**config.mk**
```make
export PLATFORM = sky130hd
export DESIGN_NAME = cpwm_phase_gen
export DESIGN_NICKNAME = d
export VERILOG_FILES = /design/src/rtl/cpwm_pkg.sv /design/src/rtl/cpwm_compare.sv /design/src/rtl/cpwm_deadtime.sv /design/src/rtl/cpwm_polarity.sv /design/src/rtl/cpwm_phase_gen.sv
export SDC_FILE = /design/constraint.sdc
export NUM_CORES = 1
export LEC_CHECK = 0
export ABC_CLOCK_PERIOD_IN_PS = 2500
export BUFFER_PORTS_ARGS = -buffer_cell sky130_fd_sc_hd__buf_2
export CAP_MARGIN = 15
export CELL_PAD_IN_SITES_DETAIL_PLACEMENT = 0
export CELL_PAD_IN_SITES_GLOBAL_PLACEMENT = 2
export CORE_MARGIN = 8
export CORE_UTILIZATION = 32
export CTS_BUF_LIST = sky130_fd_sc_hd__clkbuf_4 sky130_fd_sc_hd__clkbuf_8
export CTS_CLUSTER_DIAMETER = 150
export DETAILED_ROUTE_END_ITERATION = 7
export GPL_ROUTABILITY_DRIVEN = 0
export GPL_TIMING_DRIVEN = 0
export PLACE_DENSITY = 0.89
export SYNTH_ARGS = -nofsm -noshare
export SYNTH_HDL_FRONTEND = slang
export SYNTH_HIERARCHICAL = 1
export SYNTH_SLANG_ARGS = --single-unit
```
**constraint.sdc**
```tcl
create_clock -name clk -period 2.5 [get_ports clk]
set_clock_uncertainty 0.15 [all_clocks]
set_input_delay 0.25 -clock clk [delete_from_list [all_inputs] [get_ports clk]]
set_output_delay 0.25 -clock clk [all_outputs]
set_load 0.02 [all_outputs]
```
**src/rtl/cpwm_pkg.sv**
```systemverilog
package cpwm_pkg;

    localparam int CNT_W_DEF = 16;
    localparam int DT_W_DEF  = 16;
    localparam int LEGS      = 2;
    localparam int LEG_POS   = 0;
    localparam int LEG_NEG   = 1;

    typedef enum logic {
        DIR_DOWN = 1'b0,
        DIR_UP   = 1'b1
    } cnt_dir_e;

    typedef struct packed {
        logic pos;
        logic neg;
    } leg_pair_t;

    // Select raw leg levels from the three "compare above counter" flags.
    function automatic leg_pair_t pick_legs(
        input cnt_dir_e dir,
        input logic     up_above,
        input logic     mid_above,
        input logic     dn_above
    );
        leg_pair_t r;
        if (dir == DIR_UP) begin
            r.pos = ~up_above;
            r.neg = mid_above;
        end else begin
            r.pos = ~mid_above;
            r.neg = dn_above;
        end
        return r;
    endfunction

endpackage

```
**src/rtl/cpwm_compare.sv**
```systemverilog
module cpwm_compare
    import cpwm_pkg::*;
#(
    parameter int CNT_W = CNT_W_DEF
) (
    input  logic             clk,
    input  logic             rst,
    input  logic [CNT_W-1:0] tri_cnt,
    input  logic             cnt_up,
    input  logic [CNT_W-1:0] cmp_up,
    input  logic [CNT_W-1:0] cmp_mid,
    input  logic [CNT_W-1:0] cmp_dn,
    output leg_pair_t        raw_q
);

    logic      up_above;
    logic      mid_above;
    logic      dn_above;
    cnt_dir_e  dir;
    leg_pair_t raw_d;

    always_comb begin
        up_above  = cmp_up  > tri_cnt;
        mid_above = cmp_mid > tri_cnt;
        dn_above  = cmp_dn  > tri_cnt;
        dir       = cnt_up ? DIR_UP : DIR_DOWN;
        raw_d     = pick_legs(dir, up_above, mid_above, dn_above);
    end

    always_ff @(posedge clk) begin
        if (rst) begin
            raw_q <= '0;
        end else begin
            raw_q <= raw_d;
        end
    end

endmodule

```
**src/rtl/cpwm_deadtime.sv**
```systemverilog
module cpwm_deadtime
    import cpwm_pkg::*;
#(
    parameter int DT_W = DT_W_DEF
) (
    input  logic            clk,
    input  logic            rst,
    input  logic            raw,
    input  logic [DT_W-1:0] dead_len,
    output logic            fall,
    output logic            gate,
    output logic [DT_W-1:0] remain
);

    logic            raw_prev;
    logic            len_nz;
    logic [DT_W-1:0] reload;

    always_comb begin
        fall   = raw_prev & ~raw;
        len_nz = |dead_len;
        reload = len_nz ? DT_W'(dead_len - 1'b1) : '0;
        // The cycle of the edge counts as the first dead cycle.
        gate   = ~(fall & len_nz) & (remain == '0);
    end

    always_ff @(posedge clk) begin
        if (rst) begin
            raw_prev <= 1'b0;
            remain   <= '0;
        end else begin
            raw_prev <= raw;
            if (fall) begin
                remain <= reload;
            end else if (remain != '0) begin
                remain <= remain - 1'b1;
            end
        end
    end

endmodule

```
**src/rtl/cpwm_polarity.sv**
```systemverilog
module cpwm_polarity
    import cpwm_pkg::*;
(
    input  leg_pair_t fin,
    input  logic      lvl_pos,
    input  logic      lvl_neg,
    output logic      pin_pos,
    output logic      pin_neg
);

    always_comb begin
        pin_pos = lvl_pos ? fin.pos : ~fin.pos;
        pin_neg = lvl_neg ? fin.neg : ~fin.neg;
    end

endmodule

```
**src/rtl/cpwm_phase_gen.sv**
```systemverilog
module cpwm_phase_gen
    import cpwm_pkg::*;
#(
    parameter int CNT_W = CNT_W_DEF,
    parameter int DT_W  = DT_W_DEF
) (
    input  logic             clk,
    input  logic             rst,
    input  logic [CNT_W-1:0] tri_cnt,
    input  logic             cnt_up,
    input  logic [CNT_W-1:0] cmp_up,
    input  logic [CNT_W-1:0] cmp_mid,
    input  logic [CNT_W-1:0] cmp_dn,
    input  logic [DT_W-1:0]  dead_len,
    input  logic             lvl_pos,
    input  logic             lvl_neg,
    output logic             pwm_pos,
    output logic             pwm_neg
);

    leg_pair_t                  raw_q;
    logic [LEGS-1:0]            raw_v;
    logic [LEGS-1:0]            fall_v;
    logic [LEGS-1:0]            gate_v;
    logic [LEGS-1:0][DT_W-1:0]  remain_v;
    leg_pair_t                  fin_q;

    cpwm_compare #(.CNT_W(CNT_W)) u_cmp (
        .clk     (clk),
        .rst     (rst),
        .tri_cnt (tri_cnt),
        .cnt_up  (cnt_up),
        .cmp_up  (cmp_up),
        .cmp_mid (cmp_mid),
        .cmp_dn  (cmp_dn),
        .raw_q   (raw_q)
    );

    assign raw_v[LEG_POS] = raw_q.pos;
    assign raw_v[LEG_NEG] = raw_q.neg;

    for (genvar g = 0; g < LEGS; g++) begin : g_leg
        cpwm_deadtime #(.DT_W(DT_W)) u_dt (
            .clk      (clk),
            .rst      (rst),
            .raw      (raw_v[g]),
            .dead_len (dead_len),
            .fall     (fall_v[g]),
            .gate     (gate_v[g]),
            .remain   (remain_v[g])
        );
    end

    // Each leg is gated by the dead-time window of the opposite leg.
    always_ff @(posedge clk) begin
        if (rst) begin
            fin_q <= '0;
        end else begin
            fin_q.pos <= raw_v[LEG_POS] & gate_v[LEG_NEG];
            fin_q.neg <= raw_v[LEG_NEG] & gate_v[LEG_POS];
        end
    end

    cpwm_polarity u_pol (
        .fin     (fin_q),
        .lvl_pos (lvl_pos),
        .lvl_neg (lvl_neg),
        .pin_pos (pwm_pos),
        .pin_neg (pwm_neg)
    );

endmodule

```
* Word-level counts from Yosys, hierarchy flattened
Index checks and enable logic that the tools add are counted.
Storage, ports and cells: bits in registers 38, bits of input ports 85, output and inout port bits 2, logic and storage cells 46
Operators by class: add/sub/neg operators 3, magnitude comparators 3, mux-type cells 9, bitwise gates (word level) 16, reductions and logical operators 7
Operators with widths (number):
- $mux 16 | 5
- $gt 16x16->1 | 3
- $sub 16x1->16 const B | 3
- $logic_not 16->1 | 2
- $reduce_bool 16->1 | 2
- $reduce_or 16->1 | 1
- $and 1x1->1 | 8
- $not 1->1 | 8
- $reduce_bool 2->1 | 2
- $mux 1 | 3
- $mux 2 | 1

* Longest topological paths before layout
depth after elaboration 6, gate-level depth with buffers 9, gate-level depth less buffers 8

* Hierarchy
Netlist, hierarchy kept.
Modules (own cells, without submodules):
- cpwm_deadtime | instances 2, cells an instance 140, area each 1188.6 um^2, seq. area each 340.3 um^2
- cpwm_compare | instances 1, cells an instance 148, area each 1147.4 um^2, seq. area each 40.0 um^2
- cpwm_phase_gen | instances 1, cells an instance 4, area each 57.6 um^2, seq. area each 40.0 um^2
- cpwm_polarity | instances 1, cells an instance 2, area each 17.5 um^2, seq. area each 0.0 um^2

* Worst setup path after synthesis
No wires, ideal clock.
path type input port to flip-flop, from in dead_len[0], to reg g_leg[0].u_dt.remain[14], arrival time 1.840 ns, data required time 2.201 ns, slack 0.361 ns, stages 9, cell sequence inv_1 > ha_1 > nor3b_1 > nand2_1 > o41a_1 > clkbuf_1 > nand2b_1 > buf_2 > o22ai_1
On the way: word-level cells in the longest chain between the ends 3
Ends and longest elaborated chain:
- from (decl) | line cpwm_phase_gen.sv:14 | input logic [DT_W-1:0] dead_len,
- $sub 16x1->16 or $reduce_or 16->1 (tied branches) | line cpwm_deadtime.sv:22, cpwm_deadtime.sv:21
- $mux 16 * | line cpwm_deadtime.sv:22 | reload = len_nz ? DT_W'(dead_len - 1'b1) : '0;
- $mux 16 * | line cpwm_deadtime.sv:33 | if (fall) begin
- to (signal assigned) | line cpwm_deadtime.sv:34 | remain <= reload;
- to (signal assigned) | line cpwm_deadtime.sv:36 | remain <= remain - 1'b1;
- to (decl) | line cpwm_deadtime.sv:12 | output logic [DT_W-1:0] remain
Mark *: on every way between the ends. The rest lies on a longest branch, timed or not. A chain may end at the register's enable or synchronous reset.

* Worst setup path in the final report
from reg g_leg[0].u_dt.remain[2], to reg g_leg[0].u_dt.remain[10]
On the way: word-level cells in the longest chain between the ends 3
Ends and longest elaborated chain:
- $sub 16x1->16 | line cpwm_deadtime.sv:36
- $mux 16 | line cpwm_deadtime.sv:35 | end else if (remain != '0) begin
- $mux 16 | line cpwm_deadtime.sv:33
Several ways; a longest one is shown, not always the timed one. The select of a mux whose other input is x is not followed.

==> metrics <==
outcome complete, no violations; Yosys top cell by area dfxtp_1; Slowest-stage cell, CP nor4_4; main combinational cell family by area after synthesis simple AND/OR/NAND/NOR gates; DIE AREA around 0.015 sq mm; hpwl dp approximately 8000 um; sequential share of the synthesized area 0.211; startpoint type of the worst setup path flip-flop; NumNets Final ~670; setup_tns 0 ps; worst skew pair latency ~290 ps; first-pass GRT wire length roughly 16000 um; WP buf/inv 1; leakage between 1.5 and 2 nW; initial antenna violation count 0; Synth area leaders dfxtp_1 21%, ha_1 19%, xor2_1 8.3%; # hold bufs at CTS 0; most common cell in the netlist ha_1; CTS tree built; crit-path cells nor4_4 > nand4b_2 > or4_1 > buf_2 > o21bai_2 > nor2_1; sw frac 0.417; RSZ-0062 raised after global routing false; crit-path max cell delay ~500 ps; multiplexer share of the synthesized area 0; GRT overflow 0; Initial Util 0.331; clk root buf clkbuf_8; pre-CTS WS -221 ps; Final Critical Period approximately 2300 ps; asr flop ratio synth 0; Post-synth EDFFs 0; Synth Area in Adders 0.188; total global-route track usage 0.131; CTS Buf Count 5; Peak VDD IR just under 0.0004 V; Mean Syn Cell Area about 8.3 sq um; die width ~120 um; R2R depth 6; row count 38; Synth Area in Compound Gates 0.171; Primary FF master, synth dfxtp_1; Synth Area in XOR/XNOR 0.136; Distinct cells, synth between 40 and 50; P_int between 1.5 and 2 mW; Die Span Y 122 um; CP Data Arrival Time ~2400 ps; Final WS setup approximately 160 ps; fmax roughly 430 MHz; flop-to-flop setup slack 160 ps; layout cell share with drive strength beyond 1 0.230; clock power share 0.139; CP Capture Type flip-flop; fin cells 670; Synth Net Count roughly 570; Port Buffers 86; Core ar. between 0.01 and 0.015 sq mm; Synth Area in Simple Gates 0.249; Critical Path Start g_leg[0].u_dt/remain[2]$_SDFFE_PP0P_; CTS max path bufs 2; Yosys top cell area share 0.211; I/O Pins 87; routed via count between 3000 and 4000; Final ANT Viol Nets 0; worst setup path endpoint g_leg[0].u_dt/remain[10]$_SDFFE_PP0P_; DR WL/cell between 10 and 15 um; final hold slack roughly 100 ps; Worst path depth 6; Post-Syn Instances 434; max-slew violation count 0; P&R area growth vs syn 20.4%; CTS sink cnt 38; Fin. Hold Viols 0; Synth Register Bits 38; Worst Path Required 2520 ps; worst r2r src g_leg[0].u_dt/remain[2]$_SDFFE_PP0P_; R2R Path End g_leg[0].u_dt/remain[10]$_SDFFE_PP0P_; H-tree depth reported by CTS 2; drt first pass iters 5; Flop pwr share 0.317; Iteration-0 DRC Markers 158; setup violators final 0; Max-Cap Viols 0; Post-synth top cells 54 x ha_1, 38 x dfxtp_1, 35 x nor2_1, 34 x xor2_1, 32 x inv_1; vias in the first global route 3483; worst hold stages 3; switching power around 1.4 mW; Syn. warnings 6; Min-Delay Path Class primary input to flip-flop; Slew HR 0.487; Avg Vias per Cell about 5.1; kind of critical path flip-flop to flip-flop; Top Family by Delay on Critical Path simple AND/OR/NAND/NOR gates; Tightest Pin Transition 761 ps; Hold Startpoint cnt_up; pwr/cell area approximately 760 mW/mm^2; DRT Wirelength around 9700 um; placed cell count 660; pin count of the biggest net entering global routing 15; DR DRC count 0; diodes inserted 0; Combinational Power Share 0.544; CP max FO 8; Worst-path clk slew ~80 ps; period utilization 0.937; Synth Cell Area 0.00360 sq mm
==> worst min path at each step <==
stage                                                 to
floorplan           g_leg[0].u_dt/remain[1]$_SDFFE_PP0P_
global placement       g_leg[0].u_dt/raw_prev$_SDFF_PP0_
detailed placement     g_leg[0].u_dt/raw_prev$_SDFF_PP0_
CTS                            u_cmp/raw_q[0]$_SDFF_PP0_
global route                   u_cmp/raw_q[0]$_SDFF_PP0_
finish                         u_cmp/raw_q[0]$_SDFF_PP0_
==> state kept, by name, indices dropped and copies added, names as in the netlist <==
signal and count:
g_leg.u_dt/raw_prev 2, u_cmp/raw_q 2, fin_q 2, g_leg.u_dt/remain 32
==> area by class of cell <==
type                            instances  area [sq um]
Timing Repair Buffer                   88           445
Tap cell                              140           175
Sequential cell                        38           761
Multi-Input combinational cell        354          2700
Fill cell                            1107          6550
Clock inverter                          1          5.00
Clock buffer                            7          90.1
Inverter                               34           128
Buffer                                  8          35.0
==> cells in the final DEF (no fill, tap or decap), drive strengths merged, types with 9 or more instances in the layout <==
cell type / count
nand4: 13
nand2: 29
ha: 54
nor4: 16
dfxtp: 38
a22oi: 14
clkbuf: 11
buf: 92
o22ai: 12
xor2: 34
nor2: 35
nor3: 14
a21oi: 23
xnor2: 22
inv: 34
o21ai: 9
nand3: 16
==> per-stage QoR <==
stage	instance area, sq um	util	power [mW]
after CTS	4300	0.395	3.25
after global placement	4210	0.386	2.73
after floorplan	3600	-	2.37
final	4330	0.398	3.28
after global routing	4330	0.398	3.58
after detailed placement	4210	0.386	2.77
==> power groups by stage <==
| stage | registers [mW] | clock network (mW) | logic, mW |
|---|---|---|---|
| after detailed placement | 1.04 | 0 | 1.73 |
| after CTS | 1.03 | 0.472 | 1.75 |
| final | 1.04 | 0.457 | 1.78 |
| after global placement | 1.03 | 0 | 1.70 |
| after global routing | 1.07 | 0.494 | 2.02 |
| after floorplan | 0.995 | 0 | 1.37 |
==> kinds of logic (layout without fill, tap and decap cells) <==
family                   count (synthesis)  in the layout
AND/OR/NAND/NOR                        158            158
AO/OA/AOI/OAI                           86             86
flip-flops                              38             38
buffers and inverters                   42            138
XOR/XNOR                                56             56
adder cells (fa/ha/maj)                 54             54
==> worst min-delay path, delay by kind of cell <==
kind | cells | cell delay [ps]
buffers and inverters | 1 | 120
and+or+nand+nor | 1 | 60
AOI/OAI and AO/OA | 1 | 60
==> repair_timing <==
item                       4_1_cts  5_1_grt
setup endpoints to repair        0       24
gates resized for setup          0        3
buffers inserted                 0        2
==> routing by layer <==
layer	vias to the layer above	GRT usage	part of all wire
li1	1771	-	-
met1	1555	0.167	0.48
met2	77	0.221	0.46
met3	6	0.0315	0.053
met4	0	0.0274	0.0074
met5	-	0	0
No activity file was read; power rests on OpenSTA's default activity.
